<file path="config.mk">
export PLATFORM = sky130hd
export DESIGN_NAME = scl_low_tmo_mon
export DESIGN_NICKNAME = d
export VERILOG_FILES = /design/src/rtl/scl_tmo_pkg.sv /design/src/rtl/scl_tmo_sync.sv /design/src/rtl/scl_tmo_prescale.sv /design/src/rtl/scl_tmo_timer.sv /design/src/rtl/scl_tmo_status.sv /design/src/rtl/scl_low_tmo_mon.sv
export SDC_FILE = /design/constraint.sdc
export NUM_CORES = 1
export LEC_CHECK = 0
export ABC_CLOCK_PERIOD_IN_PS = 4200
export BUFFER_PORTS_ARGS = -buffer_cell sky130_fd_sc_hd__buf_2
export CAP_MARGIN = 40
export CORE_ASPECT_RATIO = 0.9
export CORE_UTILIZATION = 50
export CTS_CLUSTER_DIAMETER = 80
export DETAILED_ROUTE_END_ITERATION = 10
export PLACE_DENSITY_LB_ADDON = 0.25
export SLEW_MARGIN = 30
export SYNTH_ARGS = -nofsm -noshare
export SYNTH_HDL_FRONTEND = slang
export SYNTH_SLANG_ARGS = --single-unit
</file>
<file path="constraint.sdc">
create_clock -name clk_i -period 4.2 [get_ports clk_i]
set_input_delay 0.42 -clock clk_i [delete_from_list [all_inputs] [get_ports clk_i]]
set_output_delay 0.42 -clock clk_i [all_outputs]
set_load 0.1 [all_outputs]
</file>
<file path="src/rtl/scl_tmo_pkg.sv">
package scl_tmo_pkg;
  localparam int unsigned DEF_CLKS_PER_MS = 100_000;
  localparam int unsigned DEF_LIMIT_MS    = 25;
  localparam int unsigned SYNC_STAGES     = 2;

  function automatic int unsigned cnt_width(input int unsigned max_val);
    return (max_val > 1) ? $clog2(max_val + 1) : 1;
  endfunction
endpackage

</file>
<file path="src/rtl/scl_tmo_sync.sv">
module scl_tmo_sync #(
  parameter int unsigned STAGES = 2,
  parameter logic        RST_VAL = 1'b1
) (
  input  logic clk_i,
  input  logic rst_ni,
  input  logic d_i,
  output logic q_o
);
  logic [STAGES-1:0] sr_q;

  always_ff @(posedge clk_i or negedge rst_ni) begin
    if (!rst_ni) sr_q <= {STAGES{RST_VAL}};
    else         sr_q <= {sr_q[STAGES-2:0], d_i};
  end

  assign q_o = sr_q[STAGES-1];
endmodule

</file>
<file path="src/rtl/scl_tmo_prescale.sv">
module scl_tmo_prescale #(
  parameter int unsigned CLKS_PER_MS = 100_000,
  localparam int unsigned PRE_W = scl_tmo_pkg::cnt_width(CLKS_PER_MS - 1)
) (
  input  logic clk_i,
  input  logic rst_ni,
  input  logic run_i,
  output logic tick_o
);
  logic [PRE_W-1:0] pre_q;
  logic             wrap;

  assign wrap   = (pre_q == PRE_W'(CLKS_PER_MS - 1));
  assign tick_o = run_i && wrap;

  // restart the phase on every break so each tick is a full ms of low
  always_ff @(posedge clk_i or negedge rst_ni) begin
    if (!rst_ni)     pre_q <= '0;
    else if (!run_i) pre_q <= '0;
    else if (wrap)   pre_q <= '0;
    else             pre_q <= pre_q + 1'b1;
  end

  p_pre_bound_r3: assert property (@(posedge clk_i) disable iff (!rst_ni)
    pre_q <= PRE_W'(CLKS_PER_MS - 1));
  p_pre_idle_r4: assert property (@(posedge clk_i) disable iff (!rst_ni)
    !run_i |=> pre_q == '0);
endmodule

</file>
<file path="src/rtl/scl_tmo_timer.sv">
module scl_tmo_timer #(
  parameter int unsigned LIMIT_MS = 25,
  localparam int unsigned MS_W = $clog2(LIMIT_MS + 2)
) (
  input  logic            clk_i,
  input  logic            rst_ni,
  input  logic            run_i,
  input  logic            tick_i,
  output logic [MS_W-1:0] ms_o,
  output logic            sat_o,
  output logic            hit_o
);
  localparam logic [MS_W-1:0] SAT_VAL = MS_W'(LIMIT_MS + 1);

  logic [MS_W-1:0] ms_q;

  assign sat_o = (ms_q == SAT_VAL);
  assign hit_o = run_i && tick_i && (ms_q == MS_W'(LIMIT_MS));
  assign ms_o  = ms_q;

  always_ff @(posedge clk_i or negedge rst_ni) begin
    if (!rst_ni)                ms_q <= '0;
    else if (!run_i)            ms_q <= '0;
    else if (tick_i && !sat_o)  ms_q <= ms_q + 1'b1;
  end

  p_ms_sat_r3: assert property (@(posedge clk_i) disable iff (!rst_ni)
    ms_q <= SAT_VAL);
  p_ms_clear_r4: assert property (@(posedge clk_i) disable iff (!rst_ni)
    !run_i |=> ms_q == '0);
  p_ms_step_r3: assert property (@(posedge clk_i) disable iff (!rst_ni)
    run_i && !tick_i |=> ms_q == $past(ms_q));
endmodule

</file>
<file path="src/rtl/scl_tmo_status.sv">
module scl_tmo_status (
  input  logic clk_i,
  input  logic rst_ni,
  input  logic hit_i,
  input  logic clr_i,
  output logic abort_o,
  output logic sts_o
);
  logic abort_q, sts_q;

  always_ff @(posedge clk_i or negedge rst_ni) begin
    if (!rst_ni) begin
      abort_q <= 1'b0;
      sts_q   <= 1'b0;
    end else begin
      abort_q <= hit_i;
      sts_q   <= hit_i | (sts_q & ~clr_i);  // set beats clear
    end
  end

  assign abort_o = abort_q;
  assign sts_o   = sts_q;

  p_abort_pulse_r6: assert property (@(posedge clk_i) disable iff (!rst_ni)
    abort_q |=> !abort_q);
  p_abort_sets_r7: assert property (@(posedge clk_i) disable iff (!rst_ni)
    abort_q |-> sts_q);
  p_sticky_hold_r7: assert property (@(posedge clk_i) disable iff (!rst_ni)
    sts_q && !clr_i |=> sts_q);
  p_clear_r8: assert property (@(posedge clk_i) disable iff (!rst_ni)
    clr_i && !hit_i |=> !sts_q);
endmodule

</file>
<file path="src/rtl/scl_low_tmo_mon.sv">
module scl_low_tmo_mon #(
  parameter int unsigned CLKS_PER_MS = scl_tmo_pkg::DEF_CLKS_PER_MS,
  parameter int unsigned LIMIT_MS    = scl_tmo_pkg::DEF_LIMIT_MS,
  localparam int unsigned MS_W       = $clog2(LIMIT_MS + 2)
) (
  input  logic            clk_i,
  input  logic            rst_ni,
  input  logic            en_i,
  input  logic            scl_i,
  input  logic            sts_clr_i,
  output logic [MS_W-1:0] low_ms_o,
  output logic            tmo_o,
  output logic            abort_o,
  output logic            sts_o
);
  logic scl_s, run, tick, hit;

  scl_tmo_sync #(.STAGES(scl_tmo_pkg::SYNC_STAGES), .RST_VAL(1'b1)) u_sync (
    .clk_i (clk_i),
    .rst_ni(rst_ni),
    .d_i   (scl_i),
    .q_o   (scl_s)
  );

  assign run = en_i && !scl_s;

  scl_tmo_prescale #(.CLKS_PER_MS(CLKS_PER_MS)) u_pre (
    .clk_i (clk_i),
    .rst_ni(rst_ni),
    .run_i (run),
    .tick_o(tick)
  );

  scl_tmo_timer #(.LIMIT_MS(LIMIT_MS)) u_timer (
    .clk_i (clk_i),
    .rst_ni(rst_ni),
    .run_i (run),
    .tick_i(tick),
    .ms_o  (low_ms_o),
    .sat_o (tmo_o),
    .hit_o (hit)
  );

  scl_tmo_status u_status (
    .clk_i  (clk_i),
    .rst_ni (rst_ni),
    .hit_i  (hit),
    .clr_i  (sts_clr_i),
    .abort_o(abort_o),
    .sts_o  (sts_o)
  );

  p_tmo_with_abort_r2: assert property (@(posedge clk_i) disable iff (!rst_ni)
    $rose(tmo_o) |-> abort_o);
  p_disable_r9: assert property (@(posedge clk_i) disable iff (!rst_ni)
    !en_i |=> !tmo_o && low_ms_o == '0);
  p_tmo_hold_r5: assert property (@(posedge clk_i) disable iff (!rst_ni)
    tmo_o && run |=> tmo_o);
endmodule

</file>
Word level (Yosys, flattened, before mapping)
Cells that the tools add are included.
{ "word_totals": {"wordCells": 25, "out_inout_bits": 8, "input_bits": 5, "reg_bits": 26} }
{ "classes": {"reduce_logical": 7, "n_addsub": 2, "eq_ne": 4, "n_bitwise": 3, "mux": 4} }
{ "op_table": {"columns": ["cell", "count"], "rows": [
  ["17-bit two-way mux", 2],
  ["17-bit by 1-bit adder with 17-bit output, second input constant", 1],
  ["17-bit == test, second input constant", 1],
  ["5-bit == test, second input constant", 2],
  ["5-bit two-way mux", 2],
  ["5-bit by 1-bit adder with 5-bit output, second input constant", 1],
  ["1-bit logical AND", 5],
  ["1-bit logical NOT", 2],
  ["2-bit by 1-bit inequality test with 1-bit output, second input constant", 1],
  ["1-bit AND", 1],
  ["1-bit NOT", 1],
  ["1-bit bitwise OR", 1]
]} }

Longest topological paths before layout
Gate-level depths: netlist of the first run.
{ "logic_depth": {"ltp_word": 6, "ltp_mapped": 7, "depth_no_buf": 5} }

Modules after synthesis
From an unflattened synthesis of the first run, not the netlist that was laid out.
{ "unflattened": {"hier_cells": 124, "area_unflattened_um2": 1320.0} }
{ "modules_own_cells": {"columns": ["mod", "n_inst", "cells_each", "area_each_um2", "seq_area_each_um2"], "rows": [
  ["scl_tmo_prescale", 1, 87, 892.1, 425.4],
  ["scl_tmo_timer", 1, 30, 300.3, 125.1],
  ["scl_tmo_status", 1, 4, 61.3, 50.0],
  ["scl_tmo_sync", 1, 2, 52.6, 52.6],
  ["scl_low_tmo_mon", 1, 1, 13.8, 0.0]
]} }

Least setup slack after synthesis of the first run
No wires, ideal clock.
{ "synth_path": {"path_type": "register -> register", "from": "reg u_timer.ms_q[1], in the netlist u_timer.ms_o[1]", "to": "reg u_timer.ms_q[0], in the netlist u_timer.ms_o[0]", "path_slack_ps": 36, "arrival_ps": 4033, "required_time_ps": 4069, "n_path_buf": 0, "stages_incl_launch_ff": 5, "synth_period_minus_slack_ps": 4164, "setup_ps": 131, "path_cell_list": "dfrtp_1 -> ha_1 -> nor3b_1 -> or3_2 -> a21oi_1"} }
{ "synth_between": {"elab_chain_cells": 4} }
{ "synth_rtl": {"columns": ["element", "line", "rtl"], "rows": [
  ["start: declaration", "scl_tmo_timer.sv:15", "logic [MS_W-1:0] ms_q;"],
  ["start signal: assignment", "scl_tmo_timer.sv:24", "else if (tick_i && !sat_o) ms_q <= ms_q + 1'b1;"],
  ["5-bit == test", "scl_tmo_timer.sv:17", "assign sat_o = (ms_q == SAT_VAL);"],
  ["via tmo_o", "scl_low_tmo_mon.sv:12", "output logic tmo_o,"],
  ["1-bit logical NOT", "scl_tmo_timer.sv:24", null],
  ["1-bit logical AND", "scl_tmo_timer.sv:24", null],
  ["2-bit by 1-bit inequality test with 1-bit output (no source line)", null, null]
]} }
The timed path passes the listed nets, and every way through them passes these cells.
A chain may end at the register's enable or synchronous reset.

Worst setup path after layout of the first run
{ "layout_path": {"from": "reg u_timer.ms_q[0], in the netlist u_timer.ms_o[0]", "to": "out tmo_o"} }
{ "layout_between": {"elab_chain_cells": 1} }
{ "layout_rtl": {"columns": ["element", "line"], "rows": [
  ["5-bit == test", "scl_tmo_timer.sv:17"],
  ["end: declaration", "scl_low_tmo_mon.sv:12"]
]} }
Every way passes these cells.

==> results.yml, run 1 <==
worst_setup_path:
  worstPathArrival_ns: 1.95
  start_kind: "register"
  crit_family: "buffers and inverters"
  worstPathRequired_ns: 3.78
  crit_slowest_cell: "buf_2"
  crit_type: "reg2out"
  cp_cell_sequence: "inv_1, ha_1, nor3b_1, buf_2"
  endpoint_kind: "primary output"
  crit_buf_inv: 2
  slowest_delay_ns: 0.52
  cp_max_fo: 7
cts:
  cts_resized: 0
  worst_skew_pair.late_latency_ns: 0.32
  cts_sinks: 26
  cts_tree: "built"
  numCtsBuffers: 3
  clk_pin_slew_ns: 0.13
  cts.path.max_buffers: 2
  clock-root-buffer: "clkbuf_4"
  post_cts_buffers: 0
  hold_buffers: 0
  cts-htree-levels: 1
die:
  ios: 13
  die_x_um: 55.9
  die_h_um: 50.5
  initial_core_util_pct: 52.9
  core-area_sq_um: 2470
  rows: 17
  dieArea_sq_um: 2820
logic_synthesis:
  syn-num-nets: 136
  async_flop_share_pct: 100
  syn_area_per_cell_sq_um: 10.3
  yosysUniqueCellTypes: 31
  yosysWarnings: 0
  netlist_area_sq_um: 1310
  seq_area_frac_synth_pct: 50.0
  synth_seq_cells: 26
  ys.flop_type: "dfrtp_1"
  syn_inst: 127
  synth_edf_count: 0
global_routing:
  grt_pass1_wl_um: 4220
  grt_pass1_vias: 910
  antenna_found_initial: 0
  busiest_layer: "met2"
  overflow: 0
  track_usage_pct: 19.5
  use_met3_pct: 4.64
  met2_usage_pct: 29.1
  met1_usage_pct: 28.1
  grt_max_degree: 27
pwr:
  p_leak_nw: 0.585
  p_int_uw: 309
  power_frac_clock_pct: 31.4
  power_density_nw_per_um2: 272
  swShare_pct: 20.3
  p_comb_share_pct: 3.0
  p_seq_share_pct: 65.7
  p_switching_uw: 78.7
  irDropWorstVdd_mv: 0.295
  power_uw: 387
cells_and_area:
  fin_nets: 151
  final_common_cell: "dfrtp_1"
  mostFrequentLayoutCells: "dfrtp_1, nor2_1, buf_2, nand2_1, xnor2_1"
  drive_gt1_share_pct: 18.4
  syn_to_final_growth_pct: 8.81
  finish.instance_area_sq_um: 1420
  antenna-diode-count: 0
timing:
  worst_pin_slew_ns: 0.545
  slew_viol_final: 0
  fmax_ghz: 0.422
  slew_headroom_pct: 63.7
  tns_ns: 0
  clock_skew_ns: 0.00727
  finalSetupViolCount: 0
  rsz0062_at_grt: "no"
  period_share_pct: 56.4
  hold_violations: 0
  fin_crit_ns: 2.37
run_status:
  status: "finished, final reports clean"
routing:
  vias: 917
  vias_per_cell: 5.43
  routed_wl_um: 2240
  drt_iter0_markers: 16
  first_pass_iters: 4
  routedWlPerCell_um: 13.2
  route.detailed.drc: 0
  ant_nets: 0
worst_hold_path:
  min_path_type: "in2async"
placement:
  placed_area_sq_um: 1390
  place.gp.congestion: 0.772
  hpwlAfterDp_um: 1660
  io_buffer_count: 12
flow_run:
  cap_violations: 0
cell type report:
type / instances / area [sq um]
Fill cell: 215 / 1050
Tap cell: 28 / 35.0
Timing Repair Buffer: 12 / 60.1
Inverter: 7 / 26.3
Multi-Input combinational cell: 92 / 611
Clock buffer: 4 / 36.3
Sequential cell: 26 / 653
power groups by stage:
stage	Clock, mW	Combinational [mW]	Sequential (mW)
final	0.122	0.0114	0.254
after floorplan	0	0.00434	0.259
after global routing	0.138	0.0140	0.255
after detailed placement	0	0.0121	0.259
after global placement	0	0.0119	0.259
after CTS	0.127	0.0121	0.254
sequential cells by signal, summed over array words and instances, names as in the netlist:
register          flops
u_status.abort_o      1
u_status.sts_o        1
u_pre.pre_q          17
u_sync.sr_q           2
u_timer.ms_o          5
synthesized netlist by cell type (all sizes together), types with 2 or more instances:
cell    number  area [sq um]
nand2        9          33.8
or4          3          22.5
xnor2        9          78.8
nand4        7          65.1
o31ai        2          15.0
inv          7          26.3
dfrtp       24           601
ha           4          50.1
dfstp        2          52.6
and4bb       2          25.0
o21ai        5          25.0
nor3         3          15.0
or3          4          26.3
nor2        17          63.8
xor2         4          35.0
buf          2          16.3
nand3        4          20.0
a21oi        7          35.0
nor4         4          25.0
metrics by stage:
| stage | utilization (%) | hold slack [ns] | instances | setup slack (ns) |
|---|---|---|---|---|
| 2_1_floorplan | - | 0.124 | 127 | 0.0363 |
| 3_3_place_gp | 56.1 | 0.350 | 165 | 2.30 |
| 3_5_place_dp | 56.1 | 0.351 | 165 | 2.17 |
| 4_1_cts | 57.6 | 0.0856 | 169 | 1.80 |
| 5_1_grt | 57.6 | 0.0995 | 169 | 1.60 |
| 6_report | 57.6 | 0.0634 | 169 | 1.83 |
cell families after synthesis:
kind of cell	synth area share (%)
AND/OR/NAND/NOR	28.0
flip-flops	50.0
AO/OA/AOI/OAI	6.23
XOR/XNOR	8.72
buffers and inverters	3.26
adder cells (fa/ha/maj)	3.83
metal layers:
metal	vias up	wire, um
met3	2	60
met1	429	1180
met5	-	0
li1	477	-
met2	9	975
met4	0	17
worst paths after layout:
check	to	from	depth (start not counted)	slack, ns
setup / recovery	tmo_o	u_timer.ms_o[0]	4	1.83
hold / removal	u_timer.ms_o[4]	rst_ni	1	0.06
setup reg to reg	u_timer.ms_o[2]	u_pre.pre_q[0]	5	2.31
hold reg to reg	u_sync.sr_q[1]	u_sync.sr_q[0]	0	0.37
max in group asynchronous	u_sync.sr_q[0]	rst_ni	1	3.76
min in group clk_i	u_sync.sr_q[0]	scl_i	1	0.19
Note: power is estimated with default switching activity, not from simulation.
==> inputs of run 2 (changes only) <==
Settings changed: ABC_CLOCK_PERIOD_IN_PS 4200 to 2170.
Clock period 4.2 ns to 2.17 ns, I/O delays scaled along.
==> run 2 against run 1 <==
Worst setup slack lost 1.7 ns. Via count is 4.9% higher. Sequential share of layout area down 0.73 points. Sequential power is 94% higher.
==> results.yml, run 2 (synthesized netlist as in run 1, its figures left out) <==
run_status:
  status: "finished, final reports clean"
pwr:
  p_leak_nw: 0.591
  p_switching_uw: 166
  p_int_uw: 601
  p_comb_share_pct: 3.6
  power_frac_clock_pct: 32.2
  power_uw: 767
  p_seq_share_pct: 64.2
  power_density_nw_per_um2: 518
  irDropWorstVdd_mv: 0.359
  swShare_pct: 21.6
cts:
  cts_tree: "built"
  clock-root-buffer: "clkbuf_4"
  cts_resized: 0
  cts.path.max_buffers: 2
  worst_skew_pair.late_latency_ns: 0.32
  clk_pin_slew_ns: 0.14
  numCtsBuffers: 3
  cts_sinks: 26
  cts-htree-levels: 1
routing:
  routed_wl_um: 2430
  ant_nets: 0
  routedWlPerCell_um: 14.1
  vias: 962
  vias_per_cell: 5.59
  route.detailed.drc: 0
  drt_iter0_markers: 14
  first_pass_iters: 4
cells_and_area:
  fin_util_pct: 60.0
  syn_to_final_growth_pct: 13.3
  antenna-diode-count: 0
  final_common_cell: "dfrtp_1"
  drive_gt1_share_pct: 23.6
  max_flop_register: "u_pre.pre_q"
  fin_nets: 154
  mostFrequentLayoutCells: "dfrtp_1, nor2_1, buf_2, nand2_1, xnor2_1"
  final_cell_count_no_fill: 172
  finish.instance_area_sq_um: 1480
  fillers: 212
  largest_reg_flops: 17
worst_setup_path:
  cp_max_fo: 7
  endpoint_kind: "primary output"
  worstPathArrival_ns: 1.79
  reg2reg_from: "u_pre.pre_q[0]"
  slowest_delay_ns: 0.54
  start_kind: "register"
  crit_type: "reg2out"
  crit_family: "flip-flops"
  cp_cell_sequence: "inv_2, ha_1, nor3b_4, buf_2"
  crit_buf_inv: 2
  crit_slowest_cell: "dfrtp_4"
  crit_start: "u_timer.ms_o[0]"
  worstPathRequired_ns: 1.95
timing:
  hold_violations: 0
  tns_ns: 0
  slew_headroom_pct: 62.4
  clock_skew_ns: 0.00634
  whs_ns: 0.0631
  worst_pin_slew_ns: 0.565
  fin_crit_ns: 2.01
  fmax_ghz: 0.498
  period_share_pct: 92.5
  finalSetupViolCount: 0
  setup_ws_ns: 0.162
  rsz0062_at_grt: "no"
  slew_viol_final: 0
placement:
  hpwlAfterDp_um: 1740
  placed_area_sq_um: 1420
  place.gp.congestion: 0.827
  pre_cts_ws_ns: 0.282
  io_buffer_count: 12
  place_inst: 166
global_routing:
  grt_pass1_wl_um: 4070
  grt_pass1_vias: 941
  antenna_found_initial: 0
  overflow: 0
  track_usage_pct: 19.0
  grt_max_degree: 27
die:
  dieArea_sq_um: 2820
  ios: 13
  die_h_um: 50.5
  initial_core_util_pct: 52.9
  rows: 17
  die_x_um: 55.9
  core-area_sq_um: 2470
flow_run:
  cap_violations: 0
worst_hold_path:
  worstHoldStart: "sts_clr_i"
  min_path_type: "in2reg"
run 2: changes by cell type in the layout (fill, tap and decap cells not counted), sizes merged:
cell | previous run | this run
buf | 12 | 13
dlygate4sd3 | 0 | 2
run 2: timing repair:
item,in CTS,in global routing
setup buffers,0,0
endpoints found under the setup margin,0,0
endpoints found under the hold margin,25,0
hold buffers,2,0
run 2: path summary, 6_finish.rpt:
kind	endpoint	slack [ns]	cells after the start
hold / removal	u_status.sts_o	0.06	2
max in group asynchronous	u_timer.ms_o[1]	1.35	2
setup reg to reg	u_timer.ms_o[3]	0.23	5
min in group asynchronous	u_status.abort_o	0.40	2
setup / recovery	tmo_o	0.16	4
hold reg to reg	u_sync.sr_q[1]	0.38	0
run 2: final cells by class:
| type | count | area [sq um] | share of cell area (%) |
|---|---|---|---|
| timing repair buffer | 15 | 87.6 | 5.92 |
| clock buffer | 4 | 36.3 | 2.45 |
| inverter | 7 | 26.3 | 1.78 |
| tap | 28 | 35.0 | 2.37 |
| multi-input combinational | 92 | 626 | 42.3 |
| sequential | 26 | 669 | 45.2 |
run 2: per-layer routing:
metal | vias to the layer above | track usage, % | part of all wire, %
met5 | - | 0 | 0
met4 | 0 | 11.4 | 1.4
met3 | 4 | 2.84 | 2.5
met2 | 19 | 29.1 | 46
met1 | 457 | 25.9 | 50
li1 | 482 | - | -
run 2: power by group through the flow:
| stage | Sequential, mW | Combinational, mW | Clock (mW) |
|---|---|---|---|
| floorplan | 0.501 | 0.00840 | 0 |
| global placement | 0.501 | 0.0251 | 0 |
| detailed placement | 0.502 | 0.0256 | 0 |
| CTS | 0.493 | 0.0281 | 0.257 |
| global route | 0.493 | 0.0314 | 0.271 |
| finish | 0.492 | 0.0274 | 0.247 |
run 2: worst reg2reg max path: stages, from the launching register on:
cell     delay (ns)
dfrtp_1        0.43
ha_1           0.27
and4_4         0.29
nand4_4        0.19
or4_1          0.53
a21oi_1        0.15
==> inputs of run 3 (changes only) <==
Settings changed: CORE_MARGIN set to 2, MAX_ROUTING_LAYER set to met4, RECOVER_POWER set to 25.
==> run 3 against run 2 <==
Sequential power about the same. Critical path depth unchanged. Final cell count up 0.58%. Hold slack got worse by 0.010 ns. First-iteration DRC count up 36%. Clock power shrank 2%. Combinational power barely moved. Worst setup slack worse by 0.026 ns.
==> results.yml, run 3 (synthesized netlist as in run 1, its figures left out) <==
timing:
  worst_pin_slew_ns: 1.33
  finalSetupViolCount: 0
  slew_headroom_pct: 11.6
  whs_ns: 0.0530
  tns_ns: 0
  slew_viol_final: 0
  clock_skew_ns: 0.00363
  fin_crit_ns: 2.03
  fmax_ghz: 0.492
  hold_violations: 0
  rsz0062_at_grt: "no"
  period_share_pct: 93.7
routing:
  ant_nets: 0
  drt_iter0_markers: 19
  vias: 921
  top_layer_used: "met4"
  route.detailed.drc: 0
  met3WireLength_um: 78
  wl_met1_um: 1160
  first_pass_iters: 4
  vias_per_cell: 5.32
  routedWlPerCell_um: 13.2
  routed_wl_um: 2280
  wl_met2_um: 1020
cts:
  cts-htree-levels: 1
  cts_tree: "built"
  clk_pin_slew_ns: 0.13
  clock-root-buffer: "clkbuf_4"
  numCtsBuffers: 3
  cts.path.max_buffers: 2
  post_cts_buffers: 0
  worst_skew_pair.late_latency_ns: 0.32
  cts_sinks: 26
die:
  die_x_um: 57.9
  ios: 13
  initial_core_util_pct: 52.9
  die_h_um: 52.5
  core-area_sq_um: 2470
  rows: 17
  dieArea_sq_um: 3040
pwr:
  irDropWorstVdd_mv: 0.502
  p_leak_nw: 0.593
  swShare_pct: 21.0
  p_comb_share_pct: 3.6
  power_frac_clock_pct: 31.7
  p_seq_share_pct: 64.6
  p_int_uw: 602
  power_density_nw_per_um2: 513
  p_switching_uw: 160
worst_setup_path:
  worstPathRequired_ns: 1.95
  rrSetupSlack_ns: 0.29
  endpoint_kind: "primary output"
  worstPathArrival_ns: 1.82
  start_kind: "register"
  path_depth: 4
  crit_start: "u_timer.ms_o[0]"
  cp_cell_sequence: "inv_2, ha_1, nor3b_4, buf_2"
  crit_buf_inv: 2
  critPathCapture: "tmo_o"
  crit_family: "flip-flops"
  reg2reg_from: "u_pre.pre_q[0]"
  rr_worst_depth: 5
  r2r-end: "u_timer.ms_o[4]"
  cp_max_fo: 7
  slowest_delay_ns: 0.54
  crit_slowest_cell: "dfrtp_4"
  crit_type: "reg2out"
placement:
  place.gp.congestion: 0.874
  io_buffer_count: 12
  hpwlAfterDp_um: 1710
flow_run:
  cap_violations: 0
global_routing:
  grt_max_degree: 27
  antenna_found_initial: 0
  track_usage_pct: 17.8
  grt_pass1_vias: 840
  overflow: 0
  grt_pass1_wl_um: 3870
cells_and_area:
  fin_nets: 155
  syn_to_final_growth_pct: 13.8
  fillers: 202
  mostFrequentLayoutCells: "dfrtp_1, nor2_1, buf_2, nand2_1, xnor2_1"
  drive_gt1_share_pct: 23.4
  antenna-diode-count: 0
  final_common_cell: "dfrtp_1"
  max_flop_register: "u_pre.pre_q"
  largest_reg_flops: 17
worst_hold_path:
  min_path_type: "in2reg"
run_status:
  status: "finished, final reports clean"
[run 3: power groups by stage]
stage          Clock (mW)  Sequential (mW)  Combinational (mW)
3_3_place_gp            0            0.501              0.0262
6_report            0.242            0.492              0.0277
4_1_cts             0.248            0.492              0.0292
3_5_place_dp            0            0.502              0.0264
5_1_grt             0.271            0.493              0.0328
2_1_floorplan           0            0.501             0.00840
[run 3: layer usage]
layer	up-vias	global-route usage (%)
met5	-	-
met4	0	6.59
met3	4	5.43
met2	13	26.1
met1	426	23.4
li1	478	-
[run 3: area by class of cell]
cell class | instances | area (sq um) | share of cell area [%]
Inverter | 7 | 26.3 | 1.77
Clock buffer | 4 | 36.3 | 2.44
Tap cell | 28 | 35.0 | 2.36
Timing Repair Buffer | 16 | 93.8 | 6.31
Multi-Input combinational cell | 92 | 626 | 42.1
Sequential cell | 26 | 669 | 45.0
[run 3: metrics by stage]
step	worst slack (ns)	power, mW	cells	cell area (sq um)	util (%)
after global routing	0.0345	0.797	173	1490	60.2
after CTS	0.127	0.770	173	1490	60.3
after global placement	0.370	0.527	167	1430	58.0
final	0.136	0.762	173	1490	60.2
after detailed placement	0.302	0.528	167	1430	58.0
after floorplan	-0.00920	0.509	127	1340	-
[run 3: worst min path at each step]
stage	start	endpoint	slack [ns]	cells past startpoint
after floorplan	rst_ni	u_pre.pre_q[0]	-0.08	0
after global placement	rst_ni	u_pre.pre_q[8]	0.24	1
after detailed placement	rst_ni	u_status.abort_o	0.24	1
after CTS	sts_clr_i	u_status.sts_o	0.05	2
after global routing	sts_clr_i	u_status.sts_o	0.04	2
final	sts_clr_i	u_status.sts_o	0.05	2
[run 3: timing repair]
item / in CTS / in global routing
resized for setup: 0 / 0
endpoints found under the hold margin: 25 / 0
hold buffers: 2 / 0
